<file path="config.mk">
export PLATFORM = sky130hd
export DESIGN_NAME = aoc_regbank
export DESIGN_NICKNAME = d
export VERILOG_FILES = /design/src/rtl/aoc_pkg.sv /design/src/rtl/aoc_decode.sv /design/src/rtl/aoc_flag.sv /design/src/rtl/aoc_dac_bank.sv /design/src/rtl/aoc_regbank.sv
export SDC_FILE = /design/constraint.sdc
export NUM_CORES = 1
export LEC_CHECK = 0
export BUFFER_PORTS_ARGS = -buffer_cell sky130_fd_sc_hd__buf_4
export CAP_MARGIN = 25
export CORE_MARGIN = 4
export CORE_UTILIZATION = 46
export DETAILED_ROUTE_END_ITERATION = 8
export PLACE_DENSITY = 0.93
export SYNTH_ARGS = -nofsm -noshare
export SYNTH_HDL_FRONTEND = slang
export SYNTH_SLANG_ARGS = --single-unit
export TNS_END_PERCENT = 50
</file>
<file path="constraint.sdc">
create_clock -name clk -period 1.6 [get_ports clk]
set_clock_uncertainty 0.15 [all_clocks]
set_input_delay 0.08 -clock clk [delete_from_list [all_inputs] [get_ports clk]]
set_output_delay 0.08 -clock clk [all_outputs]
set_load 0.005 [all_outputs]
</file>
<file path="src/rtl/aoc_pkg.sv">
package aoc_pkg;
  localparam int DW    = 16;
  localparam int WA_W  = 4;
  localparam int DAC_W = 12;

  // word indexes (byte offset / 2)
  localparam logic [WA_W-1:0] WI_DIO   = 4'd0;
  localparam logic [WA_W-1:0] WI_CFG2  = 4'd1;
  localparam logic [WA_W-1:0] WI_CFG3  = 4'd2;
  localparam logic [WA_W-1:0] WI_CFG1  = 4'd5;
  localparam logic [WA_W-1:0] WI_SHARE = 4'd6;

  localparam int BANK_BIT  = 7;
  localparam int OE_LO_BIT = 2;
  localparam int OE_HI_BIT = 3;

  localparam int FLG_TC   = 0;
  localparam int FLG_INT1 = 1;
  localparam int FLG_INT2 = 2;
  localparam int NFLG     = 3;

  typedef struct packed {
    logic wr_dout;
    logic wr_cfg1;
    logic wr_cfg2;
    logic wr_cfg3;
    logic fifo_wr;
    logic fifo_clr;
    logic [NFLG-1:0] clr;
  } strobes_t;
endpackage

</file>
<file path="src/rtl/aoc_decode.sv">
module aoc_decode
  import aoc_pkg::*;
#(
  parameter int NCH = 6
) (
  input  logic [WA_W-1:0] waddr,
  input  logic            wr,
  input  logic            rd,
  input  logic            bank,
  output strobes_t        stb,
  output logic [NCH-1:0]  dac_we
);
  always_comb begin
    stb = '0;
    if (wr) begin
      unique case (waddr)
        WI_DIO:   if (bank) stb.clr[FLG_TC]   = 1'b1; else stb.wr_dout = 1'b1;
        WI_CFG2:  if (bank) stb.clr[FLG_INT1] = 1'b1; else stb.wr_cfg2 = 1'b1;
        WI_CFG3:  if (bank) stb.clr[FLG_INT2] = 1'b1; else stb.wr_cfg3 = 1'b1;
        WI_CFG1:  stb.wr_cfg1 = 1'b1;
        WI_SHARE: if (!bank) stb.fifo_wr = 1'b1;
        default:  ;
      endcase
    end
    if (rd && waddr == WI_SHARE) stb.fifo_clr = 1'b1;
  end

  for (genvar n = 0; n < NCH; n++) begin : g_we
    localparam logic [WA_W-1:0] WI_CH = WA_W'(int'(WI_SHARE) + n);
    if (n == 0) begin : g_ch0
      assign dac_we[n] = wr && bank && (waddr == WI_CH);
    end else begin : g_chn
      assign dac_we[n] = wr && (waddr == WI_CH);
    end
  end
endmodule

</file>
<file path="src/rtl/aoc_flag.sv">
module aoc_flag (
  input  logic clk,
  input  logic rst_n,
  input  logic ev,
  input  logic clr,
  output logic q
);
  always_ff @(posedge clk) begin
    if (!rst_n)   q <= 1'b0;
    else if (clr) q <= 1'b0;
    else if (ev)  q <= 1'b1;
  end
endmodule

</file>
<file path="src/rtl/aoc_dac_bank.sv">
module aoc_dac_bank
  import aoc_pkg::*;
#(
  parameter int NCH = 6
) (
  input  logic                 clk,
  input  logic                 rst_n,
  input  logic [NCH-1:0]       we,
  input  logic [DAC_W-1:0]     wdata,
  output logic [NCH*DAC_W-1:0] vals,
  output logic [NCH*DAC_W-1:0] codes
);
  localparam logic [DAC_W-1:0] MID = DAC_W'(1) << (DAC_W - 1);

  for (genvar n = 0; n < NCH; n++) begin : g_ch
    logic [DAC_W-1:0] r;
    always_ff @(posedge clk) begin
      if (!rst_n)     r <= '0;
      else if (we[n]) r <= wdata;
    end
    assign vals[n*DAC_W +: DAC_W]  = r;
    assign codes[n*DAC_W +: DAC_W] = r ^ MID;
  end
endmodule

</file>
<file path="src/rtl/aoc_regbank.sv">
module aoc_regbank
  import aoc_pkg::*;
#(
  parameter int NCH = 6
) (
  input  logic                  clk,
  input  logic                  rst_n,
  input  logic [3:0]            bus_waddr,
  input  logic                  bus_wr,
  input  logic                  bus_rd,
  input  logic [15:0]           bus_wdata,
  output logic [15:0]           bus_rdata,
  input  logic                  fifo_half,
  input  logic                  fifo_empty,
  input  logic                  fifo_full,
  input  logic                  prom_dout,
  input  logic                  ev_tc,
  input  logic                  ev_int1,
  input  logic                  ev_int2,
  output logic                  fifo_wr_stb,
  output logic [15:0]           fifo_wdata,
  output logic                  fifo_clr_stb,
  output logic [15:0]           cfg1_q,
  output logic [15:0]           cfg2_q,
  output logic [15:0]           cfg3_q,
  output logic                  flag_tc,
  output logic                  flag_int1,
  output logic                  flag_int2,
  output logic [NCH*12-1:0]     dac_vals,
  output logic [NCH*12-1:0]     dac_code,
  input  logic [7:0]            dio_in,
  output logic [7:0]            dio_out,
  output logic [7:0]            dio_oe
);
  localparam int DIO_W = 8;
  localparam int HALF  = DIO_W / 2;

  strobes_t         stb;
  logic [NCH-1:0]   dac_we;
  logic [NFLG-1:0]  ev_v;
  logic [NFLG-1:0]  flg;

  aoc_decode #(.NCH(NCH)) u_dec (
    .waddr  (bus_waddr),
    .wr     (bus_wr),
    .rd     (bus_rd),
    .bank   (cfg1_q[BANK_BIT]),
    .stb    (stb),
    .dac_we (dac_we)
  );

  // configuration words and digital output latch
  always_ff @(posedge clk) begin
    if (!rst_n) begin
      cfg1_q  <= '0;
      cfg2_q  <= '0;
      cfg3_q  <= '0;
      dio_out <= '0;
    end else begin
      if (stb.wr_cfg1) cfg1_q  <= bus_wdata;
      if (stb.wr_cfg2) cfg2_q  <= bus_wdata;
      if (stb.wr_cfg3) cfg3_q  <= bus_wdata;
      if (stb.wr_dout) dio_out <= bus_wdata[DIO_W-1:0];
    end
  end

  assign dio_oe = {{HALF{cfg3_q[OE_HI_BIT]}}, {HALF{cfg3_q[OE_LO_BIT]}}};

  // interrupt flags
  assign ev_v[FLG_TC]   = ev_tc;
  assign ev_v[FLG_INT1] = ev_int1;
  assign ev_v[FLG_INT2] = ev_int2;

  for (genvar f = 0; f < NFLG; f++) begin : g_flg
    aoc_flag u_flg (
      .clk   (clk),
      .rst_n (rst_n),
      .ev    (ev_v[f]),
      .clr   (stb.clr[f]),
      .q     (flg[f])
    );
  end

  assign flag_tc   = flg[FLG_TC];
  assign flag_int1 = flg[FLG_INT1];
  assign flag_int2 = flg[FLG_INT2];

  aoc_dac_bank #(.NCH(NCH)) u_dac (
    .clk   (clk),
    .rst_n (rst_n),
    .we    (dac_we),
    .wdata (bus_wdata[DAC_W-1:0]),
    .vals  (dac_vals),
    .codes (dac_code)
  );

  // FIFO port
  assign fifo_wr_stb  = stb.fifo_wr;
  assign fifo_wdata   = bus_wdata;
  assign fifo_clr_stb = stb.fifo_clr;

  // read path
  always_comb begin
    bus_rdata = '0;
    if (bus_rd) begin
      unique case (bus_waddr)
        WI_DIO:  bus_rdata = {{(DW-DIO_W){1'b0}}, dio_in};
        WI_CFG1: bus_rdata = {9'b0, fifo_half, fifo_empty, fifo_full,
                              flg[FLG_INT2], flg[FLG_INT1], flg[FLG_TC], prom_dout};
        default: bus_rdata = '0;
      endcase
    end
  end
endmodule

</file>
# After elaboration in Yosys (flattened, before gate mapping)
# Index checks and enable logic that the tools add are counted.
totals:
  output_inout_bits: 245
  regBits: 131
  inputBits: 39
  elab_cells: 56
classes:
  n_eq_ne: 9
  n_bitwise: 7
  mux: 15
  reduce_logical: 12
ops:
  columns: ["cell", "n"]
  rows:
  - ["4-bit == test (second input constant)", 4]
  - ["8-bit case mux with 2 select lines", 1]
  - ["4-bit by 3-bit == test with 1-bit output (second input constant)", 3]
  - ["1-bit two-way mux", 11]
  - ["1-bit logical AND", 8]
  - ["8-bit two-way mux", 1]
  - ["1-bit NOT", 7]
  - ["2-bit OR reduction", 3]
  - ["5-bit two-way mux", 1]
  - ["4-bit by 1-bit == test with 1-bit output (second input constant)", 1]
  - ["4-bit by 2-bit == test with 1-bit output (second input constant)", 1]
  - ["4-bit logical NOT", 1]
  - ["3-bit two-way mux", 1]

# Logic depth before layout (Yosys ltp)
# Gate-level depths: netlist of run 1.
logic_depth:
  depth_word: 4
  depth_mapped: 5
  mapped_depth_nobuf: 3

# Modules after synthesis
# A second synthesis of run 1 with hierarchy kept.
hier_totals:
  hier_cells: 574
  area_unflattened_um2: 6014.5
modules_own_cells:
  columns: ["mod", "cells_per_inst", "n_inst", "area_each_um2", "seq_area_each_um2"]
  rows:
  - ["aoc_dac_bank", 302, 1, 3233.1, 1441.4]
  - ["aoc_regbank", 240, 1, 2528.7, 1121.1]
  - ["aoc_decode", 23, 1, 143.9, 0.0]
  - ["aoc_flag", 3, 3, 36.3, 20.0]

# Least setup slack after synthesis of run 1
# Ideal clock, no wire load.
synth_timing:
  kind: "reg-to-reg"
  from: "register cfg1_q[7]"
  to: "register cfg3_q[4]"
  setup_slack_ps: 127
  path_buffers: 1
  t_arrival_ps: 1195
  stages_incl_launch_ff: 5
  path_cell_list: "dfxtp_1 -> nor4b_4 -> nand2_2 -> buf_4 -> mux2i_1"
synth_via:
  elab_chain_cells: 3
synth_rtl:
  columns: ["item", "line_no", "source"]
  rows:
  - ["start, declared", "aoc_regbank.sv:23", "output logic [15:0] cfg1_q,"]
  - ["start signal, assigned", "aoc_regbank.sv:60", "if (stb.wr_cfg1) cfg1_q <= bus_wdata;"]
  - ["1-bit two-way mux", "aoc_decode.sv:19", "WI_CFG3: if (bank) stb.clr[FLG_INT2] = 1'b1; else stb.wr_cfg3 = 1'b1;"]
  - ["1-bit two-way mux", "aoc_decode.sv:16", "unique case (waddr)"]
  - ["5-bit two-way mux", "aoc_decode.sv:15", "if (wr) begin"]
  - ["end signal, assigned", "aoc_regbank.sv:62", "if (stb.wr_cfg3) cfg3_q <= bus_wdata;"]
  - ["end, declared", "aoc_regbank.sv:25", "output logic [15:0] cfg3_q,"]
# No other way between the ends.
# A chain may end at the register's enable or synchronous reset.

# Worst setup path in the final report of run 1
layout_timing:
  from: "register cfg1_q[7]"
  to: "output port fifo_wr_stb"
layout_via:
  elab_chain_cells: 3
layout_rtl:
  columns: ["item", "line_no", "source"]
  rows:
  - ["1-bit two-way mux", "aoc_decode.sv:21", "WI_SHARE: if (!bank) stb.fifo_wr = 1'b1;"]
  - ["1-bit two-way mux", "aoc_decode.sv:16", null]
  - ["5-bit two-way mux", "aoc_decode.sv:15", null]
  - ["end, declared", "aoc_regbank.sv:20", "output logic fifo_wr_stb,"]
# No other way between the ends.

==> metrics.txt, run 1 <==
largest net degree at the start of global routing=34; dominant cell type by area after synthesis=dfxtp_1; initial DRC count=335; Synth Cell Area=5640 um2; max cap viols=0; Clk Latency, worst-skew pair=0.40 ns; maximum buffer depth of the clock tree=2; H-tree depth=4; vias in the first global route=4,851; post-cts sizing count=0; IO Pins=284; Row Count=40; placed cell area=7340 um2; final worst-path cycle share=90.7%; Reg clk slew, reported paths=0.06 ns; Slew HR=64.4%; max frequency=689 MHz; Setup WS pre-CTS=0.172 ns; ANT cells=0; Area contributors post-synth=dfxtp_1 (46%), mux2i_1 (23%), buf_4 (14%); synthesized flop and latch total=131; Final min period=1.45 ns; final count of hold timing violations=0; average wire per standard cell=18.8 um; CTS buffer count=17; initial antenna violation count=0; Yosys warnings=0; Max Slew Vio Count=0; die boundary width=119 um; port bufs=275; Hold WC Path Type=input pin to flip-flop; die height=119 um; Arr. time, crit path=1.22 ns; FFs w/ async S/R, synth=0%; Synth-to-Final Area Change=44.4%; status=complete, no violations; Top FF cell, synth=dfxtp_1; first-pass GRT wire length=27.5 mm; Max VDD drop=0.740 mV; crit-path max FO=4; Worst Tran Pin Value=0.533 ns; final setup fails=0; Leak=4.08 nW; clk sinks=131; Crit Path Category=flip-flop to output pin; Tot Pwr=8.11 mW; proportion of layout cells with a drive suffix above 1=42.2%; Post-synth EDFFs=0; Nets=838; most frequent cell after synthesis=nand2_1; routability-driven placement congestion ratio=0.816; register area share after synthesis=46.5%; top cells by count, synth=nand2_1 (147), dfxtp_1 (131), mux2i_1 (128), buf_4 (106), clkbuf_1 (16); Critical Path Start Type=flip-flop; design area=8150 um2; distinct cell type count after synthesis=27; worst setup margin=0.148 ns; CP endpoint kind=output pin; initial core utilization=47.0%; detailed-route via count=4,743; share of the synthesized area in the top cell type=46.5%; total power per unit cell area=995 nW/um2; dpl hpwl=13.1 mm; final wirelength=18.1 mm; buffer count from post-CTS setup fixing=0; unrepaired setup endpoints after global routing=false; drt via density=4.95; remaining routing DRC violations=0; post-synthesis cell count=577; Avg Synthesized Cell Area=9.78 um2; GR Overflow Total=0; CTS tree=yes; antenna viol nets, final=0; Worst EP required=1.37 ns; die area=14,100 um2; gr usage total=25.2%; drt first pass iters=4; clk root buf=clkbuf_16; final hold slack=0.0241 ns; setup tns final=0 ns; Core ar.=12,000 um2
flip-flops by register name, summed over array words and instances, names as in the netlist:
signal,cells
cfg1_q,16
u_dac.g_ch.r,72
dio_out,8
cfg2_q,16
g_flg.u_flg.q,3
cfg3_q,16
cell type report:
cell class / count / area [um2]
timing repair buffer: 323 / 2540
fill: 926 / 3860
sequential: 131 / 2620
multi-input combinational: 320 / 2140
clock buffer: 21 / 470
inverter: 6 / 22.5
tap: 147 / 184
clock inverter: 11 / 174
cell families after synthesis:
| family | synth area share, % |
|---|---|
| and+or+nand+nor | 12.9 |
| buffers and inverters | 16.2 |
| DFF | 46.5 |
| muxes | 22.7 |
| AOI/OAI and AO/OA | 1.62 |
| other | 0.0664 |
cells in the final DEF (no fill, tap or decap), drive strengths merged:
master / netlist / final
a21oi: 3 / 3
a22o: 7 / 7
and2: 1 / 1
and2b: 2 / 2
and3: 3 / 3
buf: 111 / 307
bufinv: 0 / 4
clkbuf: 16 / 21
clkinv: 0 / 2
clkinvlp: 0 / 3
conb: 1 / 8
dfxtp: 131 / 131
dlygate4sd3: 0 / 16
inv: 6 / 8
mux2i: 128 / 128
nand2: 149 / 149
nand3b: 2 / 2
nand4: 1 / 1
nand4bb: 1 / 1
nor2: 4 / 4
nor2b: 2 / 2
nor3: 1 / 1
nor3b: 4 / 4
nor4b: 1 / 1
o21ai: 3 / 3
critical path: stages (launching register included):
cell and delay [ns]:
dfxtp_1 0.33, buf_4 0.16, nor3b_1 0.18, buf_4 0.15
metal layers:
metal / vias to the layer above / routed length (um) / global-route usage (%)
met5: - / 0 / 0
met4: 0 / 410 / 9.63
met3: 27 / 1330 / 8.28
met2: 220 / 9310 / 44.2
li1: 2236 / - / -
met1: 2260 / 7020 / 28.1
power breakdown:
group | total (mW) | leakage [nW] | internal, mW | switching, mW
Sequential | 3.34 | 1.06 | 3.31 | 0.0364
Clock | 4.18 | 0.306 | 2.74 | 1.43
Combinational | 0.593 | 2.72 | 0.295 | 0.298
Total | 8.11 | 4.08 | 6.34 | 1.77
through the flow:
stage | utilization, % | std cells
2_1_floorplan | - | 584
3_3_place_gp | 61.1 | 911
3_5_place_dp | 61.1 | 911
4_1_cts | 67.8 | 959
5_1_grt | 67.8 | 959
6_report | 67.8 | 959
what timing repair did:
action	in CTS	in global routing
endpoints found under the hold margin	60	0
endpoints found under the setup margin	0	0
hold buffers	16	0
path summary, 6_finish.rpt:
| check | from | to | slack [ns] | cells past startpoint |
|---|---|---|---|---|
| worst max-delay path | cfg1_q[7]$_SDFFE_PN0P_ | fifo_wr_stb | 0.15 | 3 |
| worst min register to register | cfg1_q[5]$_SDFFE_PN0P_ | cfg1_q[5]$_SDFFE_PN0P_ | 0.31 | 2 |
| worst min-delay path | bus_waddr[2] | g_flg[2].u_flg.q$_SDFFE_PP0P_ | 0.02 | 4 |
| worst max register to register | cfg1_q[7]$_SDFFE_PN0P_ | cfg2_q[1]$_SDFFE_PN0P_ | 0.16 | 4 |
No activity file was read; power rests on OpenSTA's default activity.
==> run 2: changes to the inputs <==
CAP_MARGIN = 20   (was 25)
CORE_UTILIZATION = 47   (was 46)
CTS_BUF_LIST = sky130_fd_sc_hd__clkbuf_8   (was default)
CTS_CLUSTER_DIAMETER = 50   (was default)
PLACE_DENSITY = 0.94   (was 0.93)
==> metrics.txt, run 2 (synthesized netlist as in run 1, its figures left out) <==
CP bufs+invs=3 (+1); CP endpoint kind=flip-flop; FF-to-FF Start=cfg1_q[7]$_SDFFE_PN0P_; ANT cells=0 (unchanged); detailed-route via count=4,739 (-0.084%); remaining routing DRC violations=0 (unchanged); drt first pass iters=5 (+1); die height=118 um (-1.0%); Seq pwr share=46.2% (+5.0 points); Reg clk slew, reported paths=0.08 ns (+0.02 ns); IO Pins=284 (unchanged); Setup WS pre-CTS=0.129 ns (-0.0432 ns); clk sinks=131 (unchanged); Reg2Reg Setup Slack=0.16 ns (about the same); CTS tree=yes; Core ar.=11,600 um2 (-3.7%); unrepaired setup endpoints after global routing=false; CTS buffer count=17 (unchanged); area of the multi-input gates=2140 um2 (unchanged); final worst-path cycle share=93.6% (+2.8 points); FF-to-FF path depth=4 (unchanged); antenna viol nets, final=0 (unchanged); Critical Path Start Type=input pin; Hold WC Path Type=input pin to flip-flop; Comb power frac=8.2% (+0.9 points); clk root buf=clkbuf_8; max frequency=668 MHz (-3.0%); worst-path cell chain=buf_4 > and2b_1 > nor3b_2 > buf_12 > mux2i_1 > dlygate4sd3_1; GR Overflow Total=0 (unchanged); Hold Path End=cfg1_q[1]$_SDFFE_PN0P_; most frequent cells in the layout=buf_4 (292), nand2_1 (147), dfxtp_1 (131); largest net degree at the start of global routing=40 (+18%); Nets=834 (-0.48%); final core occ=68.8% (+0.98 points); Net Sw Power=1.64 mW (-7.2%); final std cells w/o fill=951 (-0.83%); Synth-to-Final Area Change=41.0%; Slew HR=62.1% (-2.2 points); Leak=4.00 nW (-2.0%); placed cell count=898 (-1.4%); Row Count=39 (-2.5%); initial core utilization=48.8% (+1.8 points); commonest non-fill, non-tap cell in the layout=buf_4; final count of hold timing violations=0 (unchanged); placed cell area=7270 um2 (-0.99%); Worst EP required=1.82 ns (+0.45 ns); average wire per standard cell=19.1 um (+1.6%); Worst Tran Pin Value=0.567 ns (+0.0336 ns); Post-CTS Hold Fix Bufs=21 (+5); Largest register FFs=72 (unchanged); critical path's largest stage delay=0.57 ns (+0.24 ns); final wirelength=18.2 mm (+0.70%); total power per unit cell area=907 nW/um2 (-8.9%); Register Area=2620 um2 (unchanged); final hold slack=0.0414 ns (+0.0173 ns); Worst path top cell family by delay=buffers and inverters; first-pass GRT wire length=27.0 mm (-1.7%); dpl hpwl=13.2 mm (+0.68%); Crit-path slowest cell=dlygate4sd3_1; Crit Path Category=input pin to flip-flop; worst min-delay path startpoint=bus_waddr[1]; fillers=884 (-4.5%); post-cts sizing count=0 (unchanged); Biggest register=u_dac.g_ch.r; Tot Pwr=7.22 mW (-11%); die area=13,800 um2 (-2.0%); vias in the first global route=4,706 (-3.0%); port bufs=275 (unchanged); Max VDD drop=0.572 mV (-23%); Final min period=1.50 ns (+0.0450 ns); clock share of power=45.6% (-5.9 points); final setup fails=0 (unchanged); Sw Share=22.7% (+0.93 points); die boundary width=118 um (-1.0%); Max Slew Vio Count=0 (unchanged); gr usage total=25.2% (about the same); max cap viols=0 (unchanged); status=complete, no violations; internal power=5.58 mW (-12%); buffer count from post-CTS setup fixing=0 (unchanged); Clk Latency, worst-skew pair=0.42 ns (+0.02 ns); design area=7960 um2 (-2.3%); worst setup margin=0.103 ns (-0.0450 ns); routability-driven placement congestion ratio=0.780 (-4.4%); drt via density=4.98 (+0.76%); maximum buffer depth of the clock tree=2 (unchanged); Arr. time, crit path=1.72 ns (+0.50 ns); proportion of layout cells with a drive suffix above 1=41.3% (-0.90 points); initial antenna violation count=0 (unchanged); FF-to-FF End=cfg2_q[1]$_SDFFE_PN0P_; H-tree depth=4 (unchanged); initial DRC count=281 (-16%); setup tns final=0 ns (unchanged); crit-path max FO=16 (+12); Hold Path Cell Cnt=4 (unchanged)
## run 2: area by class of cell
| type | count | area share (%) |
|---|---|---|
| sequential | 131 | 33.0 |
| clock inverter | 12 | 2.53 |
| clock buffer | 20 | 3.46 |
| inverter | 6 | 0.283 |
| timing repair buffer | 319 | 31.7 |
| tap | 143 | 2.25 |
| multi-input combinational | 320 | 26.8 |
## run 2: worst max-delay path by stage
| stage | start | endpoint | slack [ns] | depth (start not counted) |
|---|---|---|---|---|
| floorplan | cfg1_q[7]$_SDFFE_PN0P_ | cfg3_q[4]$_SDFFE_PN0P_ | 0.13 | 4 |
| global placement | cfg1_q[7]$_SDFFE_PN0P_ | dio_out[3]$_SDFFE_PN0P_ | 0.18 | 4 |
| detailed placement | rst_n | cfg1_q[0]$_SDFFE_PN0P_ | 0.13 | 3 |
| CTS | cfg1_q[7]$_SDFFE_PN0P_ | cfg2_q[0]$_SDFFE_PN0P_ | 0.15 | 4 |
| global route | rst_n | cfg2_q[6]$_SDFFE_PN0P_ | 0.06 | 4 |
| finish | bus_waddr[3] | cfg1_q[12]$_SDFFE_PN0P_ | 0.10 | 6 |
## run 2: per-layer routing
layer | routed length (um) | global-route usage (%) | vias up
li1 | - | - | 2226
met1 | 6900 | 27.6 | 2271
met2 | 9370 | 44.9 | 210
met3 | 1450 | 8.55 | 32
met4 | 466 | 9.89 | 0
met5 | 0 | 0 | -
## run 2: power groups by stage
| stage | logic (mW) | clock network [mW] | registers [mW] |
|---|---|---|---|
| after floorplan | 0.264 | 0 | 3.41 |
| after global placement | 0.539 | 0 | 3.41 |
| after detailed placement | 0.549 | 0 | 3.41 |
| after CTS | 0.591 | 3.34 | 3.33 |
| after global routing | 0.629 | 3.47 | 3.34 |
| final | 0.590 | 3.30 | 3.33 |
## run 2: worst reg2reg max path: cells and delay by family, from the launching register on
family,cells,cell delay [ns]
and+or+nand+nor,2,0.47
DFF,1,0.37
muxes,1,0.14
buffers and inverters,1,0.17
